### src/rtl/sg_pkg.sv
package sg_pkg;
  typedef enum logic [2:0] {
    OP_NONE      = 3'd0,
    OP_SECT_PROT = 3'd1,
    OP_SECT_OPEN = 3'd2,
    OP_ALL_PROT  = 3'd3,
    OP_ALL_OPEN  = 3'd4,
    OP_LOCK      = 3'd5
  } sg_op_e;

  function automatic logic is_prot_op(input logic [2:0] op);
    return (op >= 3'd1) && (op <= 3'd4);
  endfunction
endpackage

### src/rtl/sg_ctrl.sv
module sg_ctrl #(
  parameter int SECT_W = 6,
  localparam int NSECT = 1 << SECT_W
) (
  input  logic              clk,
  input  logic              rst_n,
  input  logic              wr_prot_n,
  input  logic              req_valid,
  input  logic [2:0]        req_op,
  input  logic [SECT_W-1:0] req_sec,
  output logic [NSECT-1:0]  set_prot,
  output logic [NSECT-1:0]  clr_prot,
  output logic [NSECT-1:0]  set_lock,
  output logic              frozen_req,
  output logic              reject_q
);
  import sg_pkg::*;

  logic [NSECT-1:0] sel;
  assign sel = {{(NSECT-1){1'b0}}, 1'b1} << req_sec;

  assign frozen_req = req_valid && !wr_prot_n && is_prot_op(req_op);

  always_comb begin
    set_prot = '0;
    clr_prot = '0;
    set_lock = '0;
    if (req_valid) begin
      unique case (req_op)
        OP_SECT_PROT: if (wr_prot_n) set_prot = sel;
        OP_SECT_OPEN: if (wr_prot_n) clr_prot = sel;
        OP_ALL_PROT:  if (wr_prot_n) set_prot = '1;
        OP_ALL_OPEN:  if (wr_prot_n) clr_prot = '1;
        OP_LOCK:      set_lock = sel;
        default:      ;
      endcase
    end
  end

  always_ff @(posedge clk) begin
    if (!rst_n) reject_q <= 1'b0;
    else        reject_q <= frozen_req;
  end

  a_r5_reject_follows: assert property (@(posedge clk) disable iff (!rst_n)
    frozen_req |=> reject_q);
  a_r9_no_spurious_reject: assert property (@(posedge clk) disable iff (!rst_n)
    (!req_valid || !is_prot_op(req_op)) |=> !reject_q);
endmodule

### src/rtl/sg_bank.sv
module sg_bank #(
  parameter int NSECT = 64
) (
  input  logic             clk,
  input  logic             rst_n,
  input  logic [NSECT-1:0] set_prot,
  input  logic [NSECT-1:0] clr_prot,
  input  logic [NSECT-1:0] set_lock,
  output logic [NSECT-1:0] prot_vec,
  output logic [NSECT-1:0] lock_vec
);
  for (genvar i = 0; i < NSECT; i++) begin : g_cell
    always_ff @(posedge clk) begin
      if (!rst_n) begin
        prot_vec[i] <= 1'b1;
        lock_vec[i] <= 1'b0;
      end else begin
        if (set_prot[i])      prot_vec[i] <= 1'b1;
        else if (clr_prot[i]) prot_vec[i] <= 1'b0;
        if (set_lock[i])      lock_vec[i] <= 1'b1;
      end
    end
  end

  a_r6_lock_sticky: assert property (@(posedge clk) disable iff (!rst_n)
    &(~$past(lock_vec) | lock_vec));
endmodule

### src/rtl/sg_judge.sv
module sg_judge #(
  parameter int SECT_W = 6,
  localparam int NSECT = 1 << SECT_W
) (
  input  logic [NSECT-1:0]  prot_vec,
  input  logic [NSECT-1:0]  lock_vec,
  input  logic [SECT_W-1:0] chk_sec,
  input  logic              chk_chip,
  output logic              permit
);
  function automatic logic chip_clear(input logic [NSECT-1:0] p,
                                      input logic [NSECT-1:0] l);
    return ~|(p | l);
  endfunction

  assign permit = chk_chip ? chip_clear(prot_vec, lock_vec)
                           : !(prot_vec[chk_sec] || lock_vec[chk_sec]);
endmodule

### src/rtl/sector_guard.sv
module sector_guard #(
  parameter int ADDR_W   = 24,
  parameter int SECT_LSB = 16,
  parameter int SECT_W   = 6,
  localparam int NSECT   = 1 << SECT_W,
  localparam int SECT_HI = SECT_LSB + SECT_W
) (
  input  logic              clk,
  input  logic              rst_n,
  input  logic              wr_prot_n,
  input  logic              req_valid,
  input  logic [2:0]        req_op,
  input  logic [ADDR_W-1:0] req_addr,
  output logic              req_reject,
  input  logic [ADDR_W-1:0] chk_addr,
  input  logic              chk_chip,
  output logic              chk_permit
);
  import sg_pkg::*;

  function automatic logic [SECT_W-1:0] sect_of(input logic [ADDR_W-1:0] a);
    return a[SECT_LSB +: SECT_W];
  endfunction

  logic [SECT_W-1:0] req_sec, chk_sec;
  logic [NSECT-1:0]  set_prot, clr_prot, set_lock, prot_vec, lock_vec;
  logic              frozen_req;
  logic              unused_addr_bits;

  assign req_sec = sect_of(req_addr);
  assign chk_sec = sect_of(chk_addr);
  assign unused_addr_bits = ^{req_addr[ADDR_W-1:SECT_HI], req_addr[SECT_LSB-1:0],
                              chk_addr[ADDR_W-1:SECT_HI], chk_addr[SECT_LSB-1:0]};

  sg_ctrl #(.SECT_W(SECT_W)) u_ctrl (
    .clk(clk), .rst_n(rst_n), .wr_prot_n(wr_prot_n), .req_valid(req_valid),
    .req_op(req_op), .req_sec(req_sec), .set_prot(set_prot),
    .clr_prot(clr_prot), .set_lock(set_lock), .frozen_req(frozen_req),
    .reject_q(req_reject)
  );

  sg_bank #(.NSECT(NSECT)) u_bank (
    .clk(clk), .rst_n(rst_n), .set_prot(set_prot), .clr_prot(clr_prot),
    .set_lock(set_lock), .prot_vec(prot_vec), .lock_vec(lock_vec)
  );

  sg_judge #(.SECT_W(SECT_W)) u_judge (
    .prot_vec(prot_vec), .lock_vec(lock_vec), .chk_sec(chk_sec),
    .chk_chip(chk_chip), .permit(chk_permit)
  );

  a_r5_wp_freeze: assert property (@(posedge clk) disable iff (!rst_n)
    frozen_req |=> $stable(prot_vec));
  a_r4_global_prot: assert property (@(posedge clk) disable iff (!rst_n)
    (req_valid && wr_prot_n && req_op == OP_ALL_PROT) |=> &prot_vec);
  a_r6_lock_denies: assert property (@(posedge clk) disable iff (!rst_n)
    (!chk_chip && lock_vec[chk_sec]) |-> !chk_permit);
  a_r8_chip_needs_clear: assert property (@(posedge clk) disable iff (!rst_n)
    (chk_chip && (|prot_vec || |lock_vec)) |-> !chk_permit);
endmodule

### config.mk
export PLATFORM = sky130hd
export DESIGN_NAME = sector_guard
export DESIGN_NICKNAME = d
export VERILOG_FILES = /design/src/rtl/sg_pkg.sv /design/src/rtl/sg_ctrl.sv /design/src/rtl/sg_bank.sv /design/src/rtl/sg_judge.sv /design/src/rtl/sector_guard.sv
export SDC_FILE = /design/constraint.sdc
export NUM_CORES = 1
export LEC_CHECK = 0
export CAP_MARGIN = 10
export CORE_MARGIN = 2
export CORE_UTILIZATION = 65
export CTS_BUF_LIST = sky130_fd_sc_hd__clkbuf_8
export DETAILED_ROUTE_END_ITERATION = 8
export PLACE_DENSITY_LB_ADDON = 0.12
export SLEW_MARGIN = 25
export SYNTH_ARGS = -nofsm -noshare
export SYNTH_HDL_FRONTEND = slang
export SYNTH_HIERARCHICAL = 1
export SYNTH_SLANG_ARGS = --single-unit
### constraint.sdc
create_clock -name clk -period 4.4 [get_ports clk]
set_clock_uncertainty 0.2 [all_clocks]
set_input_delay 0.88 -clock clk [delete_from_list [all_inputs] [get_ports clk]]
set_output_delay 0.88 -clock clk [all_outputs]
set_load 0.03 [all_outputs]
# After elaboration in Yosys (flattened, before gate mapping)
# Index checks and enable logic that the tools add are counted.
# word_totals
in_bits,56
reg_bits,129
out_inout_bits,2
wordCells,225
# op_classes
shift,1
bitwise_logic,2
magnitude_cmp,3
eq_ne,5
n_reduce_logical,72
mux,13
# op_table
cell,n
2-to-1 mux 64 bit,6
case mux 64 bit (2 select lines),2
OR reduction 2 bit,64
OR 64 bit,1
OR reduction 64 bit,1
<< shifter 1 x 6 -> 64 bit (first input constant),1
binary-select mux 1 bit (select 6 bit),2
less-than comparator 6 x 7 -> 1 bit (second input constant),1
== test 3 x 2 -> 1 bit (second input constant),2
== test 3 bit (second input constant),2
== test 3 x 1 -> 1 bit (second input constant),1
>= comparator 3 x 1 -> 1 bit (second input constant),1
<= comparator 3 bit (second input constant),1
logical AND 1 bit,3
zero test 1 bit,3
2-to-1 mux 1 bit,3
logical OR 1 bit,1
NOT 1 bit,1

# Depth between registers and ports, before layout
# Gate-level depths: netlist of run 1.
# depth
word_depth,5
depth_mapped,9
depth_no_buf,6

# Modules after synthesis
# The synthesis of run 1 kept the hierarchy.
# by_module_without_submodules
module,area_each_um2,cells_each,n_inst,seq_area_each_um2
sg_bank,4051.4,334,1,2562.5
sg_ctrl,1641.6,321,1,20.0
sg_judge,1066.0,178,1,0.0

# Least setup slack after synthesis of run 1
# OpenSTA, ideal clock, no wires.
# synth_timing
path_kind,input -> output
from,in chk_addr[18]
to,out chk_permit
slack_ns,0.829
required_ns,3.320
arrival_ns,2.491
path_buffers,1
stages,7
path_cell_list,buf_6 -> or3_1 -> o311ai_1 -> o311ai_1 -> a21o_1 -> a32o_1 -> o311ai_2
# synth_via
elab_chain_len,5
elab_cells_between_ends,7
classes_between,mux (5); reduce/logical (2)
# synth_lines
item,line,rtl
from (decl),sector_guard.sv:15,"input logic [ADDR_W-1:0] chk_addr,"
binary-select mux 1 bit (select 6 bit),sg_judge.sv:17,: !(prot_vec[chk_sec] || lock_vec[chk_sec]);
2-to-1 mux 1 bit (not written as such),sg_judge.sv:17,
logical OR 1 bit (*),sg_judge.sv:17,
zero test 1 bit (*),sg_judge.sv:17,
2-to-1 mux 1 bit (*),sg_judge.sv:16,"assign permit = chk_chip ? chip_clear(prot_vec, lock_vec)"
to (decl),sector_guard.sv:17,output logic chk_permit
# Every way passes the cells marked *; elsewhere a longest branch is shown, timed or not. The select of a mux whose other input is x is not followed.

# Final worst setup path of run 1
# Same ends and word-level chain as after synthesis.

==> results of run 1 <==
-- state kept, by name, indices dropped and copies added, names as in the netlist --
register	cells
u_bank/lock_vec	64
u_bank/prot_vec	64
u_ctrl/reject_q	1
-- layout by cell type, fill, tap and decap left out, types with 8 or more instances in the layout --
| master | n |
|---|---|
| clkbuf_8 | 21 |
| nor2_1 | 83 |
| dfxtp_1 | 129 |
| nand4_1 | 10 |
| nand2b_1 | 64 |
| nand3b_1 | 69 |
| nor2b_1 | 10 |
| nand3_1 | 32 |
| buf_4 | 20 |
| nor3b_1 | 8 |
| nand2_1 | 30 |
| nor3_1 | 32 |
| nor2_4 | 10 |
| clkdlybuf4s50_1 | 18 |
| o21a_1 | 64 |
| nor4_1 | 30 |
| a21oi_1 | 15 |
| o21ai_0 | 135 |
-- worst paths after layout --
kind | start | end | slack (ns) | cells past startpoint
setup / recovery | chk_addr[18] | chk_permit | 0.23 | 9
hold reg to reg | u_bank/lock_vec[43] | u_bank/lock_vec[43] | 0.27 | 1
setup reg to reg | u_bank/lock_vec[2] | u_bank/lock_vec[2] | 3.53 | 1
hold / removal | u_bank/lock_vec[43] | u_bank/lock_vec[43] | 0.27 | 1
-- layer usage --
metal	routed length (um)	part of all wire, %
met1	8080	39
met2	9390	46
met3	2170	11
met4	841	4.1
met5	0	0
-- kinds of logic after synthesis --
logic type             share of synthesized area (%)
AO/OA/AOI/OAI                                   22.1
buffers and inverters                           5.22
flip-flops                                      38.2
multiplexers                                   0.333
AND/OR/NAND/NOR                                 34.1
-- worst max-delay path: stages --
cell	delay (ns)
clkdlybuf4s50_1	0.60
buf_4	0.28
nor4bb_1	0.23
nor4b_1	0.08
o21ai_1	0.11
o211ai_1	0.14
a32o_1	0.25
o311ai_2	0.29
buf_4	0.22
-- per-stage QoR --
stage / area, um^2 / utilization (%) / total power [mW]
2_1_floorplan: 6760 / - / 1.35
3_3_place_gp: 6920 / 67.6 / 1.40
3_5_place_dp: 6920 / 67.6 / 1.41
4_1_cts: 7300 / 71.4 / 2.39
5_1_grt: 7300 / 71.4 / 2.45
6_report: 7300 / 71.4 / 2.39
-- where the power goes --
part | leakage, nW | internal (mW) | total [mW] | switching, mW
sequential | 1.04 | 1.18 | 1.19 | 0.0134
clock | 0.209 | 0.547 | 0.998 | 0.451
combinational | 1.31 | 0.0689 | 0.196 | 0.127
-- cell type report --
cell class,instances,area [um^2]
timing repair buffer,39,335
fill,853,2930
clock buffer,21,289
inverter,2,7.51
tap,136,170
multi-input combinational,643,3820
clock inverter,9,92.6
sequential,129,2580
==> flow_summary.json, run 1 <==
{
  "status": "finished, final reports clean",
  "antenna_found_initial": 0,
  "htreeDepth": 4,
  "synth_edf_count": 0,
  "critPathRequiredTime_ns": 3.32,
  "vias": 6565,
  "seq_area_frac_synth_pct": 38.2,
  "holdCritPathClass": "reg -> reg",
  "setup_slack_ns": 0.225,
  "synth_cells": 833,
  "total_leakage_power_nw": 2.56,
  "fp.dieH_um": 106,
  "ys_top_cells_by_area": "dfxtp_1 38%, o21ai_0 10%, nand3b_1 7.7%, o21a_1 7.1%, nand2b_1 5.9%",
  "layout.cells.non_filler": 979,
  "drtAntennaViolNets": 0,
  "crit_type": "in -> out",
  "use_met1_pct": 49.2,
  "fin_nets": 888,
  "clock_latency_ns": 0.45,
  "clk_path_buf_depth": 2,
  "rsz0062_at_grt": "no",
  "setup_violations": 0,
  "drt_first_pass_iters": 6,
  "drive_above_1_share_pct": 7.12,
  "dp_hpwl_mm": 14.0,
  "period_share_pct": 94.9,
  "p_per_area_nw_per_um2": 327,
  "yosys_warnings": 6,
  "tritoncts": "built",
  "wl_mm": 20.5,
  "wl_per_cell_um": 20.9,
  "syn-cell-area_um2": 6760,
  "clock-root-buffer": "clkbuf_8",
  "start_util_pct": 66.1,
  "cts.sinks": 129,
  "tns_ns": 0,
  "clk_pin_slew_ns": 0.07,
  "numCtsBuffers": 17,
  "ir_worst_vdd_v": 0.000225,
  "grt_pass1_vias": 6030,
  "finalHoldViolations": 0,
  "met3_usage_pct": 7.11,
  "start_kind": "input pin",
  "core_um2": 10200,
  "busiest_layer": "met2",
  "die_area_um2": 11200,
  "hold_slack_ns": 0.270,
  "area_growth_pct": 8.02,
  "fmax_mhz": 240,
  "async_reset_ff_share_pct": 0,
  "drt-vias-per-instance": 6.71,
  "grt_max_degree": 88,
  "yosysTopAreaCell": "dfxtp_1",
  "diodes": 0,
  "pin_count": 58,
  "synth-main-ff-cell": "dfxtp_1",
  "dpl.cell_count": 949,
  "track_usage_pct": 37.4,
  "crit_fanout": 15,
  "synth_seq_cells": 129,
  "post_cts_resized": 0,
  "num_rows": 37,
  "die_w_um": 106,
  "synth_commonest_cells": "135 x o21ai_0, 129 x dfxtp_1, 83 x nor2_1",
  "post_cts_buffers": 0,
  "gr-total-overflow": 0,
  "postCtsHoldBufs": 0,
  "synthMostInstantiatedCell": "o21ai_0",
  "syn_area_per_cell_um2": 8.11,
  "gp_congestion": 0.973,
  "grt_pass1_wl_mm": 32.3,
  "dpl_worst_slack_ns": 0.266,
  "drt-initial-drc-count": 648,
  "worst_slew_pin_slew_ns": 1.03,
  "period_needed_ns": 4.17,
  "synth_cell_types": 47,
  "port_buffers": 21,
  "drcViolationCount": 0,
  "arrival_ns": 3.09,
  "cap_violations": 0,
  "drv_slew": 0,
  "max_slew_margin_pct": 31.4,
  "worstSetupEndpointType": "output pin",
  "netlist.area_leader.share_pct": 38.2,
  "syn_nets": 889,
  "met2_usage_pct": 59.1
}
(Power assumes the default switching activity.)
==> run 2: changes to the inputs <==
--- a/config.mk
+++ b/config.mk
@@ -14,5 +14,4 @@
 export SLEW_MARGIN = 25
 export SYNTH_ARGS = -nofsm -noshare
 export SYNTH_HDL_FRONTEND = slang
-export SYNTH_HIERARCHICAL = 1
 export SYNTH_SLANG_ARGS = --single-unit
==> run 2 against run 1 <==
Area after synthesis is 2.5% lower; utilization increased by 2.0 points; sequential power is essentially flat; sequential share of layout area increased by 0.50 points; global-route usage is 0.40 points lower; critical path depth did not move; first-iteration DRC count grew 19%; cell area shrank 1.4%; total power increased by 1.6%; combinational power increased by 7%.
==> flow_summary.json, run 2 <==
{
  "die_area_um2": 11000,
  "track_usage_pct": 37.0,
  "cts.sinks": 129,
  "yosys.area_share.simple_pct": 32.3,
  "reg2reg_depth": 2,
  "clock-root-buffer": "clkbuf_8",
  "tritoncts": "built",
  "dpl.cell_count": 1018,
  "yosysTopAreaCell": "dfxtp_1",
  "postCtsHoldBufs": 0,
  "worstSetupEndpointType": "output pin",
  "tns_ns": 0,
  "async_reset_ff_share_pct": 0,
  "final_common_cell": "nor2_1",
  "drive_above_1_share_pct": 6.98,
  "syn_area_per_cell_um2": 7.17,
  "start_util_pct": 67.1,
  "drv_slew": 0,
  "clk_path_buf_depth": 2,
  "core_um2": 9820,
  "crit_fanout": 13,
  "synth_cells": 919,
  "drt-initial-drc-count": 770,
  "period_share_pct": 93.4,
  "netlist.area_leader.share_pct": 39.2,
  "wl_per_cell_um": 18.9,
  "drtAntennaViolNets": 0,
  "arrival_ns": 3.03,
  "drt_first_pass_iters": 6,
  "grt_pass1_wl_mm": 32.0,
  "drt-vias-per-instance": 6.48,
  "port_buffers": 21,
  "rsz0062_at_grt": "no",
  "ir_worst_vdd_v": 0.000277,
  "synth_commonest_cells": "182 x nor2_1, 165 x nand2_1, 129 x dfxtp_1",
  "synth_cell_types": 47,
  "syn-cell-area_um2": 6590,
  "synthAdderAreaFrac_pct": 0,
  "total_leakage_power_nw": 2.70,
  "synthMuxAreaShare_pct": 3.83,
  "wl_mm": 19.9,
  "synth_xor_area_share_pct": 0.133,
  "critPathRequiredTime_ns": 3.32,
  "top_regs": "u_bank.lock_vec x64, u_bank.prot_vec x64, u_ctrl.reject_q x1",
  "p_per_area_nw_per_um2": 337,
  "clock_latency_ns": 0.45,
  "synth-main-ff-cell": "dfxtp_1",
  "synth_edf_count": 0,
  "cap_violations": 0,
  "post_cts_buffers": 0,
  "synth_seq_cells": 129,
  "fmax_mhz": 243,
  "dp_hpwl_mm": 12.0,
  "post_cts_resized": 0,
  "crit_type": "in -> out",
  "worst_slew_pin_slew_ns": 1.06,
  "gr-total-overflow": 0,
  "num_rows": 36,
  "area_growth_pct": 9.20,
  "syn_nets": 975,
  "max_slew_margin_pct": 29.1,
  "seq_area_frac_synth_pct": 39.2,
  "drcViolationCount": 0,
  "yosys_warnings": 0,
  "layout.cells.non_filler": 1050,
  "ys_top_cells_by_area": "dfxtp_1 39%, nor2_1 10%, nand2_1 9.4%, o21a_1 7.3%, o21ai_0 6.8%",
  "layout.cells.most_common_list": "182 x nor2_1, 165 x nand2_1, 129 x dfxtp_1",
  "grt_max_degree": 132,
  "grt_pass1_vias": 6403,
  "setup_violations": 0,
  "synthMostInstantiatedCell": "nor2_1",
  "min_path_cells": 1,
  "gp_congestion": 0.915,
  "final_util_pct": 73.3,
  "antenna_found_initial": 0,
  "diodes": 0,
  "numCtsBuffers": 17,
  "clk_pin_slew_ns": 0.07,
  "finalHoldViolations": 0,
  "status": "finished, final reports clean",
  "fp.dieH_um": 105,
  "period_needed_ns": 4.11,
  "fin_nets": 960,
  "vias": 6805,
  "die_w_um": 105,
  "holdCritPathClass": "reg -> reg",
  "htreeDepth": 4,
  "synth_top_family_by_area": "simple AND/OR/NAND/NOR gates",
  "start_kind": "input pin",
  "synth_compound_area_share_pct": 20.0,
  "total_power_mw": 2.43,
  "pin_count": 58
}
==> run 2: per-layer routing <==
metal  up-vias  wire length [um]  global-route usage [%]
li1       3112                 -                       -
met1      3187              7750                    47.3
met2       428              9110                    58.7
met3        78              2310                    9.48
met4         0               684                    17.5
met5         -                 0                       0
==> run 2: power by group <==
| part | total (mW) | internal (mW) | switching (mW) |
|---|---|---|---|
| clock network | 1.03 | 0.562 | 0.464 |
| logic | 0.209 | 0.0696 | 0.140 |
| registers | 1.19 | 1.18 | 0.00959 |
| total | 2.43 | 1.81 | 0.613 |
==> run 2: path summary, 6_finish.rpt <==
check / to / slack [ns] / startpoint
max: chk_permit / 0.29 / chk_addr[16]
min: u_bank.lock_vec[8] / 0.27 / u_bank.lock_vec[8]
max reg2reg: u_bank.prot_vec[51] / 3.56 / u_bank.prot_vec[51]
min reg2reg: u_bank.lock_vec[8] / 0.27 / u_bank.lock_vec[8]
==> run 2: logic make-up after synthesis <==
| group | Yosys count |
|---|---|
| DFF | 129 |
| xor gates and xnor gates | 1 |
| and+or+nand+nor | 487 |
| muxes | 12 |
| buffers and inverters | 73 |
| AOI/OAI and AO/OA | 217 |
==> run 2: final cells by class <==
class	instances	area (um^2)
tap	133	166
clock buffer	18	248
clock inverter	14	148
inverter	2	7.51
fill	799	2620
multi-input combinational	717	3710
sequential	129	2580
timing repair buffer	37	339
==> run 2: stage by stage <==
stage	cell area (um^2)	hold WS [ns]	setup slack (ns)
floorplan	6590	0.233	0.902
global placement	6800	0.239	0.354
detailed placement	6800	0.250	0.324
CTS	7200	0.269	0.322
global route	7200	0.280	0.221
finish	7200	0.265	0.291
==> run 2: worst max-delay path, stage by stage <==
cell	delay, ns
clkdlybuf4s50_1	0.48
buf_4	0.22
or3b_1	0.36
a41o_1	0.23
a211o_1	0.29
o221ai_2	0.07
o31ai_2	0.08
o21ai_1	0.20
buf_4	0.20
==> run 3: changes to the inputs <==
--- a/config.mk
+++ b/config.mk
@@ -6,7 +6,7 @@
 export NUM_CORES = 1
 export LEC_CHECK = 0
 export CAP_MARGIN = 10
-export CORE_MARGIN = 2
+export CORE_MARGIN = 4
 export CORE_UTILIZATION = 65
 export CTS_BUF_LIST = sky130_fd_sc_hd__clkbuf_8
 export DETAILED_ROUTE_END_ITERATION = 8
==> run 3 against run 2 <==
Final cell count is the same; highest routed layer unchanged; global-route usage down 2.3 points; sequential power hardly changed; combinational power barely moved; critical path depth decreased by 1; wire length down 0.16%.
==> flow_summary.json, run 3 (same netlist as run 2, synthesis figures left out) <==
{
  "htreeDepth": 4,
  "period_share_pct": 94.7,
  "period_needed_ns": 4.17,
  "clk_path_buf_depth": 2,
  "dp_hpwl_mm": 12.0,
  "top_regs": "u_bank.lock_vec x64, u_bank.prot_vec x64, u_ctrl.reject_q x1",
  "ir_worst_vdd_v": 0.000303,
  "drtAntennaViolNets": 0,
  "vias": 6775,
  "worst_slew_pin_slew_ns": 0.979,
  "setup_violations": 0,
  "worstSetupEndpointType": "output pin",
  "die_w_um": 109,
  "drt_first_pass_iters": 6,
  "core_um2": 9820,
  "post_cts_buffers": 0,
  "fin_nets": 960,
  "drv_slew": 0,
  "drive_above_1_share_pct": 7.09,
  "rsz0062_at_grt": "no",
  "gp_congestion": 0.885,
  "stdcell_area_um2": 7240,
  "grt_pass1_vias": 6312,
  "drcViolationCount": 0,
  "fp.dieH_um": 109,
  "fillers": 792,
  "p_per_area_nw_per_um2": 348,
  "port_buffers": 21,
  "gr-total-overflow": 0,
  "status": "finished, final reports clean",
  "clock-root-buffer": "clkbuf_8",
  "dpl.cell_count": 1018,
  "wl_mm": 19.8,
  "critPathRequiredTime_ns": 3.32,
  "pin_count": 58,
  "holdCritPathClass": "reg -> reg",
  "layout.cells.most_common_list": "182 x nor2_1, 165 x nand2_1, 129 x dfxtp_1",
  "hold_slack_ns": 0.268,
  "start_kind": "input pin",
  "post_cts_resized": 0,
  "postCtsHoldBufs": 0,
  "cap_violations": 0,
  "drt-initial-drc-count": 1032,
  "start_util_pct": 67.1,
  "max_slew_margin_pct": 34.6,
  "wl_per_cell_um": 18.9,
  "clock_latency_ns": 0.47,
  "numCtsBuffers": 17,
  "tns_ns": 0,
  "total_leakage_power_nw": 2.72,
  "cts.sinks": 129,
  "grt_pass1_wl_mm": 31.6,
  "fmax_mhz": 240,
  "area_growth_pct": 9.89,
  "crit_type": "in -> out",
  "num_rows": 36,
  "antenna_found_initial": 0,
  "grt_max_degree": 83,
  "tritoncts": "built",
  "layout.cells.non_filler": 1050,
  "track_usage_pct": 34.7,
  "diodes": 0,
  "arrival_ns": 3.09,
  "final_common_cell": "nor2_1",
  "placed_area_um2": 6800,
  "die_area_um2": 11800,
  "finalHoldViolations": 0,
  "clk_pin_slew_ns": 0.07,
  "drt-vias-per-instance": 6.45,
  "crit_fanout": 14
}
run 3: cell count changes in the layout (fill, tap and decap cells not counted):
cell,change
inv_1,-1
clkinv_4,+1
buf_4,+1
clkinv_2,-5
buf_6,-1
clkbuf_8,+5
run 3: power breakdown:
part / switching (mW) / total, mW / internal [mW]
sequential: 0.00928 / 1.19 / 1.18
combinational: 0.138 / 0.208 / 0.0692
clock: 0.479 / 1.13 / 0.648
run 3: through the flow:
stage | setup slack [ns] | power (mW) | util (%)
6_report | 0.231 | 2.52 | 73.8
5_1_grt | 0.100 | 2.60 | 73.8
4_1_cts | 0.277 | 2.52 | 73.8
3_5_place_dp | 0.267 | 1.42 | 69.3
3_3_place_gp | 0.306 | 1.41 | 69.3
2_1_floorplan | 0.902 | 1.35 | -
run 3: per-layer routing:
layer	part of all wire (%)	up-vias	track usage, %
met4	3.7	0	17.3
met1	39	3179	43.2
met2	47	398	54.4
met5	0	-	0
met3	11	87	11.1
li1	-	3111	-
run 3: area by class of cell:
type	count	area [um^2]	share of cell area [%]
Clock buffer	23	317	4.37
Clock inverter	9	128	1.76
Inverter	2	7.51	0.104
Multi-Input combinational cell	717	3710	51.2
Sequential cell	129	2580	35.6
Tap cell	133	166	2.30
Timing Repair Buffer	37	335	4.63
run 3: worst paths after layout:
path / start / to / slack, ns / depth (start not counted)
setup / recovery: chk_addr[18] / chk_permit / 0.23 / 8
hold / removal: u_bank.lock_vec[32] / u_bank.lock_vec[32] / 0.27 / 1
setup reg to reg: u_bank.prot_vec[62] / u_bank.prot_vec[62] / 3.55 / 2
hold reg to reg: u_bank.lock_vec[32] / u_bank.lock_vec[32] / 0.27 / 1
run 3: worst max-delay path, cell delays in order:
cell	delay [ns]
clkdlybuf4s50_1	0.70
buf_4	0.30
mux4_2	0.33
a211o_1	0.32
o221ai_2	0.07
o31ai_2	0.08
o21ai_1	0.19
buf_4	0.20
